===== src/rtl/sadc_pkg.sv =====
package sadc_pkg;
  typedef enum logic {PH_IDLE = 1'b0, PH_RUN = 1'b1} phase_e;

  function automatic int unsigned last_bit_clk(int unsigned msb_clk, int unsigned res);
    return msb_clk + res - 1;
  endfunction
endpackage


===== src/rtl/sadc_sck_gen.sv =====
module sadc_sck_gen #(
  parameter int unsigned HALF_DIV = 1
) (
  input  logic clk_i,
  input  logic rst_ni,
  input  logic en_i,
  output logic sck_o,
  output logic rise_o,
  output logic fall_o
);
  localparam int unsigned CW = (HALF_DIV > 1) ? $clog2(HALF_DIV) : 1;
  localparam logic [CW-1:0] CNT_LAST = CW'(HALF_DIV - 1);

  logic [CW-1:0] cnt_q;
  logic          wrap;

  assign wrap   = en_i && (cnt_q == CNT_LAST);
  assign rise_o = wrap && !sck_o;
  assign fall_o = wrap && sck_o;

  always_ff @(posedge clk_i or negedge rst_ni) begin
    if (!rst_ni) begin
      cnt_q <= '0;
      sck_o <= 1'b0;
    end else if (!en_i) begin
      cnt_q <= '0;
      sck_o <= 1'b0;
    end else if (wrap) begin
      cnt_q <= '0;
      sck_o <= ~sck_o;
    end else begin
      cnt_q <= cnt_q + CW'(1);
    end
  end
endmodule


===== src/rtl/sadc_frame_seq.sv =====
module sadc_frame_seq
  import sadc_pkg::*;
#(
  parameter int unsigned FRAME_CLKS = 18,
  parameter int unsigned IDX_W      = 5
) (
  input  logic             clk_i,
  input  logic             rst_ni,
  input  logic             start_i,
  input  logic             cont_i,
  input  logic             rise_i,
  input  logic             fall_i,
  output logic             run_o,
  output logic             conv_o,
  output logic [IDX_W-1:0] idx_o
);
  localparam logic [IDX_W-1:0] IDX_ONE  = IDX_W'(1);
  localparam logic [IDX_W-1:0] IDX_LAST = IDX_W'(FRAME_CLKS);

  phase_e ph_q;
  assign run_o = (ph_q == PH_RUN);

  always_ff @(posedge clk_i or negedge rst_ni) begin
    if (!rst_ni) begin
      ph_q   <= PH_IDLE;
      conv_o <= 1'b0;
      idx_o  <= '0;
    end else if (ph_q == PH_IDLE) begin
      if (start_i || cont_i) begin
        ph_q   <= PH_RUN;
        conv_o <= 1'b1;
        idx_o  <= '0;
      end
    end else begin
      if (rise_i) idx_o <= idx_o + IDX_W'(1);
      if (fall_i) begin
        if (idx_o == IDX_ONE) conv_o <= 1'b0;
        if (idx_o == IDX_LAST) begin
          if (cont_i) begin
            conv_o <= 1'b1;  // chained frame: strobe on this falling edge
            idx_o  <= '0;
          end else begin
            ph_q <= PH_IDLE;
          end
        end
      end
    end
  end
endmodule


===== src/rtl/sadc_capture.sv =====
module sadc_capture #(
  parameter int unsigned RES_BITS = 14,
  parameter int unsigned MSB_CLK  = 3,
  parameter int unsigned IDX_W    = 5
) (
  input  logic                clk_i,
  input  logic                rst_ni,
  input  logic                rise_i,
  input  logic [IDX_W-1:0]    idx_i,
  input  logic                sdo_i,
  output logic [RES_BITS-1:0] data_o,
  output logic                valid_o,
  output logic                fresh_o
);
  localparam int unsigned LAST_CLK = sadc_pkg::last_bit_clk(MSB_CLK, RES_BITS);

  logic [IDX_W-1:0]    k;
  logic                in_win, at_last, primed_q;
  logic [RES_BITS-1:0] sh_q, nxt;

  assign k       = idx_i + IDX_W'(1);  // index of the rise now happening
  assign in_win  = rise_i && (k >= IDX_W'(MSB_CLK)) && (k <= IDX_W'(LAST_CLK));
  assign at_last = rise_i && (k == IDX_W'(LAST_CLK));
  assign nxt     = {sh_q[RES_BITS-2:0], sdo_i};

  always_ff @(posedge clk_i or negedge rst_ni) begin
    if (!rst_ni) begin
      sh_q     <= '0;
      data_o   <= '0;
      valid_o  <= 1'b0;
      fresh_o  <= 1'b0;
      primed_q <= 1'b0;
    end else begin
      valid_o <= at_last;
      if (in_win) sh_q <= nxt;
      if (at_last) begin
        data_o   <= nxt;
        fresh_o  <= primed_q;
        primed_q <= 1'b1;
      end
    end
  end
endmodule


===== src/rtl/sadc_reader.sv =====
module sadc_reader #(
  parameter int unsigned RES_BITS   = 14,
  parameter int unsigned FRAME_CLKS = 18,
  parameter int unsigned MSB_CLK    = 3,
  parameter int unsigned HALF_DIV   = 1
) (
  input  logic                clk_i,
  input  logic                rst_ni,
  input  logic                start_i,
  input  logic                cont_i,
  input  logic                sdo_i,
  output logic                conv_o,
  output logic                sck_o,
  output logic                busy_o,
  output logic [RES_BITS-1:0] data_o,
  output logic                valid_o,
  output logic                fresh_o
);
  localparam int unsigned IDX_W = $clog2(FRAME_CLKS + 2);

  logic             run, rise, fall;
  logic [IDX_W-1:0] idx;

  sadc_sck_gen #(.HALF_DIV(HALF_DIV)) u_sck (
    .clk_i (clk_i),
    .rst_ni(rst_ni),
    .en_i  (run),
    .sck_o (sck_o),
    .rise_o(rise),
    .fall_o(fall)
  );

  sadc_frame_seq #(.FRAME_CLKS(FRAME_CLKS), .IDX_W(IDX_W)) u_seq (
    .clk_i  (clk_i),
    .rst_ni (rst_ni),
    .start_i(start_i),
    .cont_i (cont_i),
    .rise_i (rise),
    .fall_i (fall),
    .run_o  (run),
    .conv_o (conv_o),
    .idx_o  (idx)
  );

  sadc_capture #(.RES_BITS(RES_BITS), .MSB_CLK(MSB_CLK), .IDX_W(IDX_W)) u_cap (
    .clk_i  (clk_i),
    .rst_ni (rst_ni),
    .rise_i (rise),
    .idx_i  (idx),
    .sdo_i  (sdo_i),
    .data_o (data_o),
    .valid_o(valid_o),
    .fresh_o(fresh_o)
  );

  assign busy_o = run;
endmodule


===== config.mk =====
export PLATFORM = sky130hd
export DESIGN_NAME = sadc_reader
export DESIGN_NICKNAME = d
export VERILOG_FILES = /design/src/rtl/sadc_pkg.sv /design/src/rtl/sadc_sck_gen.sv /design/src/rtl/sadc_frame_seq.sv /design/src/rtl/sadc_capture.sv /design/src/rtl/sadc_reader.sv
export SDC_FILE = /design/constraint.sdc
export NUM_CORES = 1
export LEC_CHECK = 0
export BUFFER_PORTS_ARGS = -buffer_cell sky130_fd_sc_hd__buf_2
export CORE_MARGIN = 3
export CORE_UTILIZATION = 40
export DETAILED_ROUTE_END_ITERATION = 6
export PLACE_DENSITY_LB_ADDON = 0.12
export SLEW_MARGIN = 20
export SYNTH_ARGS = -nofsm -noshare
export SYNTH_HDL_FRONTEND = slang
export SYNTH_SLANG_ARGS = --single-unit

===== constraint.sdc =====
create_clock -name clk_i -period 3.96 [get_ports clk_i]
set_clock_uncertainty 0.1 [all_clocks]
set_input_delay 0.792 -clock clk_i [delete_from_list [all_inputs] [get_ports clk_i]]
set_output_delay 0.792 -clock clk_i [all_outputs]
set_load 0.01 [all_outputs]

* After elaboration in Yosys (flattened, before gate mapping)
Index checks and enable logic that the tools add are counted.
** Storage, ports and cells
- Flip-flop bits (word level) :: 39
- Bits in writable memories :: 0
- Bits in read-only memories :: 0
- Bits in latches :: 0
- Output and inout bits :: 19
- Memories kept :: 0
** Operators by class
- $lt $le $gt $ge :: 2
- $add $sub $neg :: 2
- Shifts and indexed selects :: 0
- Bitwise gates (word level) :: 2
- Reduce and logical (&&, ||, !) cells :: 10
- Equal/unequal tests :: 5
- Div/mod/pow operators :: 0
- Muxes and demuxes :: 21
- Multipliers :: 0
** Operator list (number)
- $mux W5 :: 6
- $mux W1 :: 15
- $eq A5 B5 Y1 const B :: 2
- $logic_and A1 B1 Y1 :: 6
- $add A5 B1 Y5 const B :: 1
- $eq A5 B1 Y1 const B :: 1
- $ge A5 B2 Y1 const B :: 1
- $le A5 B5 Y1 const B :: 1
- $ne A2 B2 Y1 const B :: 2
- $not A1 Y1 :: 2
- $reduce_and A2 Y1 :: 1
- $reduce_bool A2 Y1 :: 1
- $add A1 B1 Y1 const B :: 1
- $logic_not A1 Y1 :: 1
- $logic_or A1 B1 Y1 :: 1

* Depth between registers and ports, before layout
- Depth after elaboration :: 8
- Mapped depth :: 8

* By module
From an unflattened synthesis, not the netlist that was laid out.
** Second synthesis, totals
- Cell total of the unflattened synthesis :: 129
- Area, all modules :: 1790.5 um2
** By module, submodules not included
- sadc_capture :: cells an instance 76, area an instance 1265.0 um2, times used 1, sequential area each 750.7 um2
- sadc_frame_seq :: cells an instance 46, area an instance 439.2 um2, times used 1, sequential area each 175.2 um2
- sadc_sck_gen :: cells an instance 7, area an instance 86.3 um2, times used 1, sequential area each 50.0 um2

* Least setup slack after synthesis
No wires, ideal clock.
- Path type :: reg-to-reg
- Start :: register u_seq.idx_o[0]
- End :: register u_cap.sh_q[0]
- Path buffers :: 1
- Clock period less this slack :: 2055 ps
- Stages on the path, launching flop included :: 8
- Arrival time :: 1829 ps
- Setup slack :: 1905 ps
- Cells stage by stage :: dfrtp_1 ha_1 nand3_2 xor2_1 nand2_1 o32a_2 buf_12 mux2_4
** Between the ends
- Longest elaborated chain between the ends :: 4
** Ends and longest elaborated chain
- start, declared :: RTL line sadc_frame_seq.sv:15 : output logic [IDX_W-1:0] idx_o
- start signal, assigned :: RTL line sadc_frame_seq.sv:35 : if (rise_i) idx_o <= idx_o + IDX_W'(1);
- $add A5 B1 Y5 * :: RTL line sadc_capture.sv:21 : assign k = idx_i + IDX_W'(1);
- $ge A5 B2 Y1 :: RTL line sadc_capture.sv:22 : assign in_win = rise_i && (k >= IDX_W'(MSB_CLK)) && (k <= IDX_W'(LAST_CLK));
- $logic_and A1 B1 Y1 :: RTL line sadc_capture.sv:22
- $logic_and A1 B1 Y1 * :: RTL line sadc_capture.sv:22
- end signal, assigned :: RTL line sadc_capture.sv:35 : if (in_win) sh_q <= nxt;
- end, declared :: RTL line sadc_capture.sv:19 : logic [RES_BITS-1:0] sh_q, nxt;
Mark *: on every way between the ends. The rest lies on a longest branch, timed or not.
A chain may end at the register's enable or synchronous reset.

* Final worst setup path
- Start :: register u_seq.idx_o[0]
- End :: register u_cap.data_o[9]
** Between the ends
- Longest elaborated chain between the ends :: 3
** Ends and longest elaborated chain
- $add A5 B1 Y5 :: RTL line sadc_capture.sv:21
- $eq A5 B5 Y1 :: RTL line sadc_capture.sv:23 : assign at_last = rise_i && (k == IDX_W'(LAST_CLK));
- $logic_and A1 B1 Y1 :: RTL line sadc_capture.sv:23
- end signal, assigned :: RTL line sadc_capture.sv:37 : data_o <= nxt;
- end, declared :: RTL line sadc_capture.sv:11 : output logic [RES_BITS-1:0] data_o,
Every way passes these cells.

==> summary by stage <==
Clock network
TritonCTS built the clock tree. The number of clock buffers added by TritonCTS is 5. For the worst-skew pair, the clock arrives at the later sink with an insertion delay of roughly 0.29 ns. The number of buffers inserted by post-CTS setup repair is 0.

The TritonCTS sink count is 39. After clock tree synthesis, the repair step resized 0 gates. The deepest clock path buffer count is 2. The quantity of hold-fixing buffers added after cts is 0. The root buffer cell is sky130_fd_sc_hd__clkbuf_8. Clock-pin slew was measured on the worst setup and hold paths at around 0.080 ns. The H-tree was split into 2 levels.

Yosys
The average footprint of a synthesized cell is between 10 and 15 sq um. The top cell type by area accounts for approximately 55% of the synthesized area. The main flop type after synthesis is sky130_fd_sc_hd__dfrtp_1.

After synthesis, the most frequently instantiated cells are 39 x sky130_fd_sc_hd__dfrtp_1, 17 x sky130_fd_sc_hd__mux2_2, 11 x sky130_fd_sc_hd__mux2_4, 10 x sky130_fd_sc_hd__a21oi_1, 8 x sky130_fd_sc_hd__nand2_1. The number of nets handed over by synthesis was between 100 and 150. Synthesis inferred 39 register bits. Yosys mapped a number of flops with a built-in enable equal to 0. The most common cell in the synthesized netlist is sky130_fd_sc_hd__dfrtp_1. In the post-synthesis netlist, the biggest area contributors are sky130_fd_sc_hd__dfrtp_1 55%, sky130_fd_sc_hd__mux2_2 11%, sky130_fd_sc_hd__mux2_4 9.3%. The cell area that synthesis handed to floorplanning was about 1800 sq um. The sequential area share after synthesis is between 50% and 60%. The proportion of synthesized flip-flops having asynchronous set or reset is 100%.

The cell type with the largest total area after synthesis is sky130_fd_sc_hd__dfrtp_1. For this run, the number of Yosys warnings is 0. The unique cell type count in the Yosys netlist is 31. Counting every instance in the synthesized netlist gives 130.

Global route
In the global route stage, overall resource usage came out at 12.6%. The first global-routing pass estimated a little over 5 mm of wire. The number of global-route vias before repair is roughly 1,000.

The aggregate global routing overflow is 0. The largest net degree at the start of global routing is 40. The number of antenna violations at the first check in global routing was 0.

Cells and area
The diode insertion count for antenna repair is 0. The share of final-layout standard cells stronger than drive strength 1 is about two fifths. The finished cells cover approximately 2000 sq um. The post-layout net count is approximately 160. Leaving out filler cells and counting taps, the final layout contains just over 200. The area growth from synthesis to layout is 11.3%.

Power and ir drop
The total power is 1410 uW. Net switching is 33.9% of the power. The share of total power dissipated in combinational logic is 34.5%. The power dissipated by switching net loads is around 480 uW.

The total internal power is slightly above 900 uW. The share of total power in the clock network is 18.3%. In this run the static leakage power is 0.000984 uW. The register share of total power is between 40% and 50%. The power per unit of standard cell area is around 710 nW/um^2. The peak supply drop is 0.000254 V.

Critical path
The slowest stage cell on the critical path is sky130_fd_sc_hd__nor3_4. Data on the critical path arrives at its endpoint at between 2 and 2.5 ns. The endpoint type of the worst setup path is a register. The type of the setup path with the least slack is register to register. The critical path goes through ha_1, nor2_1, a2bb2oi_1, nor3_4, mux2_2. The required time of the worst setup path is roughly 4 ns. The largest delay contributor family on the critical path is simple AND/OR/NAND/NOR gates.

The startpoint kind of the worst setup timing path is a register. The highest net fanout along the worst path is 17. The number of buffers and inverters on the critical path is 0. The delay of the slowest cell on the worst path is between 0.7 and 0.8 ns.

STA
The pin slew with the least headroom to its limit is approximately 0.86 ns. Timing would allow up to ~410 MHz. The count of final setup violators is 0. The count of pins over their slew limit was 0. The worst pin sits at a relative slew slack of between 40 and 50%.

Summed over all failing endpoints, the final setup total negative slack is 0 ns. Setup repair after global routing left no endpoint under its margin. The routed design could run at a clock period as short as 2.42 ns.

The count of endpoints failing hold in the final timing report came to 0. The period utilization is 61.1%.

Placed design
The detailed-placement wirelength estimate is between 2 and 2.5 mm. Summing all placed instances gives a cell area of 1900 sq um. The number of input and output port buffers inserted is 23.

The number of cells after detailed placement is 198. At the end of routability-driven placement, the weighted congestion stood at just under 0.9.

Drt
The count of routing violations after the opening detailed-route iteration is 47. The total detailed-routing wirelength is around 3.1 mm. The first detailed-routing pass ran for 4 iterations. The wire length per cell after detailed routing is about 15 um. The DRC violation count after routing is 0. In the routed layout, each cell is associated on average with a via count of 5.09. The final route contains 1,048 vias.

The detail route stage leaves a number of antenna-violating nets equal to 0.

Floorplan
The top-level port count is 24. The die covers 5280 sq um. The initial cell density of the core is 42.9%. Measured along the y axis, the die boundary spans approximately 73 um. The core region is just over 4000 sq um. The floorplan has 23 rows. From left edge to right edge, the die measures a little over 70 um.

Run
The tool flagged a number of max-cap violations equal to 0.

Hold path
The min-delay analysis places its worst path in the category register to register.

Outcome
The run finished with clean final reports.
[area by class of cell]
cell class              count  area (sq um)
flip-flops and latches     39           976
clock buffers               7          76.3
well taps                  50          62.6
clock inverters             1          5.00
multi-input cells          81           726
repair buffers             23           115
fillers                   407          2160
inverters                   5          18.8
[cells by family after synthesis]
group / count (synthesis) / share of synthesized area, %
buffers and inverters: 10 / 4.29
and+or+nand+nor: 25 / 8.94
AOI/OAI and AO/OA: 18 / 6.19
xor gates and xnor gates: 3 / 1.48
adders and majority gates: 4 / 2.82
DFF: 39 / 54.9
muxes: 30 / 21.2
other: 1 / 0.211
[sequential cells by signal, summed over array words and instances, names as in the netlist]
register,flops
u_cap.data_o,14
u_cap.fresh_o,1
u_cap.primed_q,1
u_cap.sh_q,13
u_cap.valid_o,1
u_sck.cnt_q,1
u_sck.sck_o,1
u_seq.conv_o,1
u_seq.idx_o,5
u_seq.run_o,1
[worst paths after layout]
| path | start | to | slack (ns) | depth (start not counted) |
|---|---|---|---|---|
| max | u_seq.idx_o[0]$_DFFE_PN0P_ | u_cap.data_o[9]$_DFFE_PN0P_ | 1.54 | 5 |
| min | u_cap.primed_q$_DFFE_PN0P_ | u_cap.primed_q$_DFFE_PN0P_ | 0.37 | 1 |
| max reg2reg | u_seq.idx_o[0]$_DFFE_PN0P_ | u_cap.data_o[9]$_DFFE_PN0P_ | 1.54 | 5 |
| min reg2reg | u_cap.primed_q$_DFFE_PN0P_ | u_cap.primed_q$_DFFE_PN0P_ | 0.37 | 1 |
| max in group asynchronous | rst_ni | u_cap.sh_q[11]$_DFFE_PN0P_ | 2.71 | 1 |
| min in group asynchronous | rst_ni | u_cap.sh_q[0]$_DFFE_PN0P_ | 0.52 | 1 |
[power by group through the flow]
stage               Sequential [uW]  Combinational, uW  Clock (uW)
finish                          664                486         258
global route                    684                542         285
CTS                             664                494         269
detailed placement              671                490           0
global placement                663                474           0
floorplan                       635                437           0
[per-stage QoR]
step | setup WS (ns) | util, % | hold WS (ns)
global route | 1.40 | 47.8 | 0.407
finish | 1.54 | 47.8 | 0.371
floorplan | 1.91 | - | 0.333
global placement | 1.62 | 45.8 | 0.349
detailed placement | 1.52 | 45.8 | 0.364
CTS | 1.51 | 47.8 | 0.382
[layout by cell type (no fill, tap or decap), types with 2 or more instances in the layout]
cell type	instances
sky130_fd_sc_hd__dfrtp_1	39
sky130_fd_sc_hd__buf_2	23
sky130_fd_sc_hd__mux2_2	17
sky130_fd_sc_hd__mux2_4	11
sky130_fd_sc_hd__a21oi_1	10
sky130_fd_sc_hd__nand2_1	8
sky130_fd_sc_hd__inv_1	5
sky130_fd_sc_hd__clkbuf_8	5
sky130_fd_sc_hd__nor2_1	4
sky130_fd_sc_hd__nor3_1	4
sky130_fd_sc_hd__ha_1	4
sky130_fd_sc_hd__xnor2_1	2
sky130_fd_sc_hd__o21ai_0	2
sky130_fd_sc_hd__mux2i_1	2
sky130_fd_sc_hd__or2_2	2
sky130_fd_sc_hd__clkbuf_1	2
[routing by layer]
layer | share of wire [%] | vias up | GRT usage, % | routed length [um]
met1 | 49 | 516 | 17.2 | 1490
met5 | 0 | - | 0 | 0
met2 | 45 | 22 | 18.9 | 1380
met3 | 5.2 | 4 | 4.13 | 158
met4 | 0.98 | 0 | 4.30 | 30
li1 | - | 506 | - | -
(Power assumes the default switching activity.)
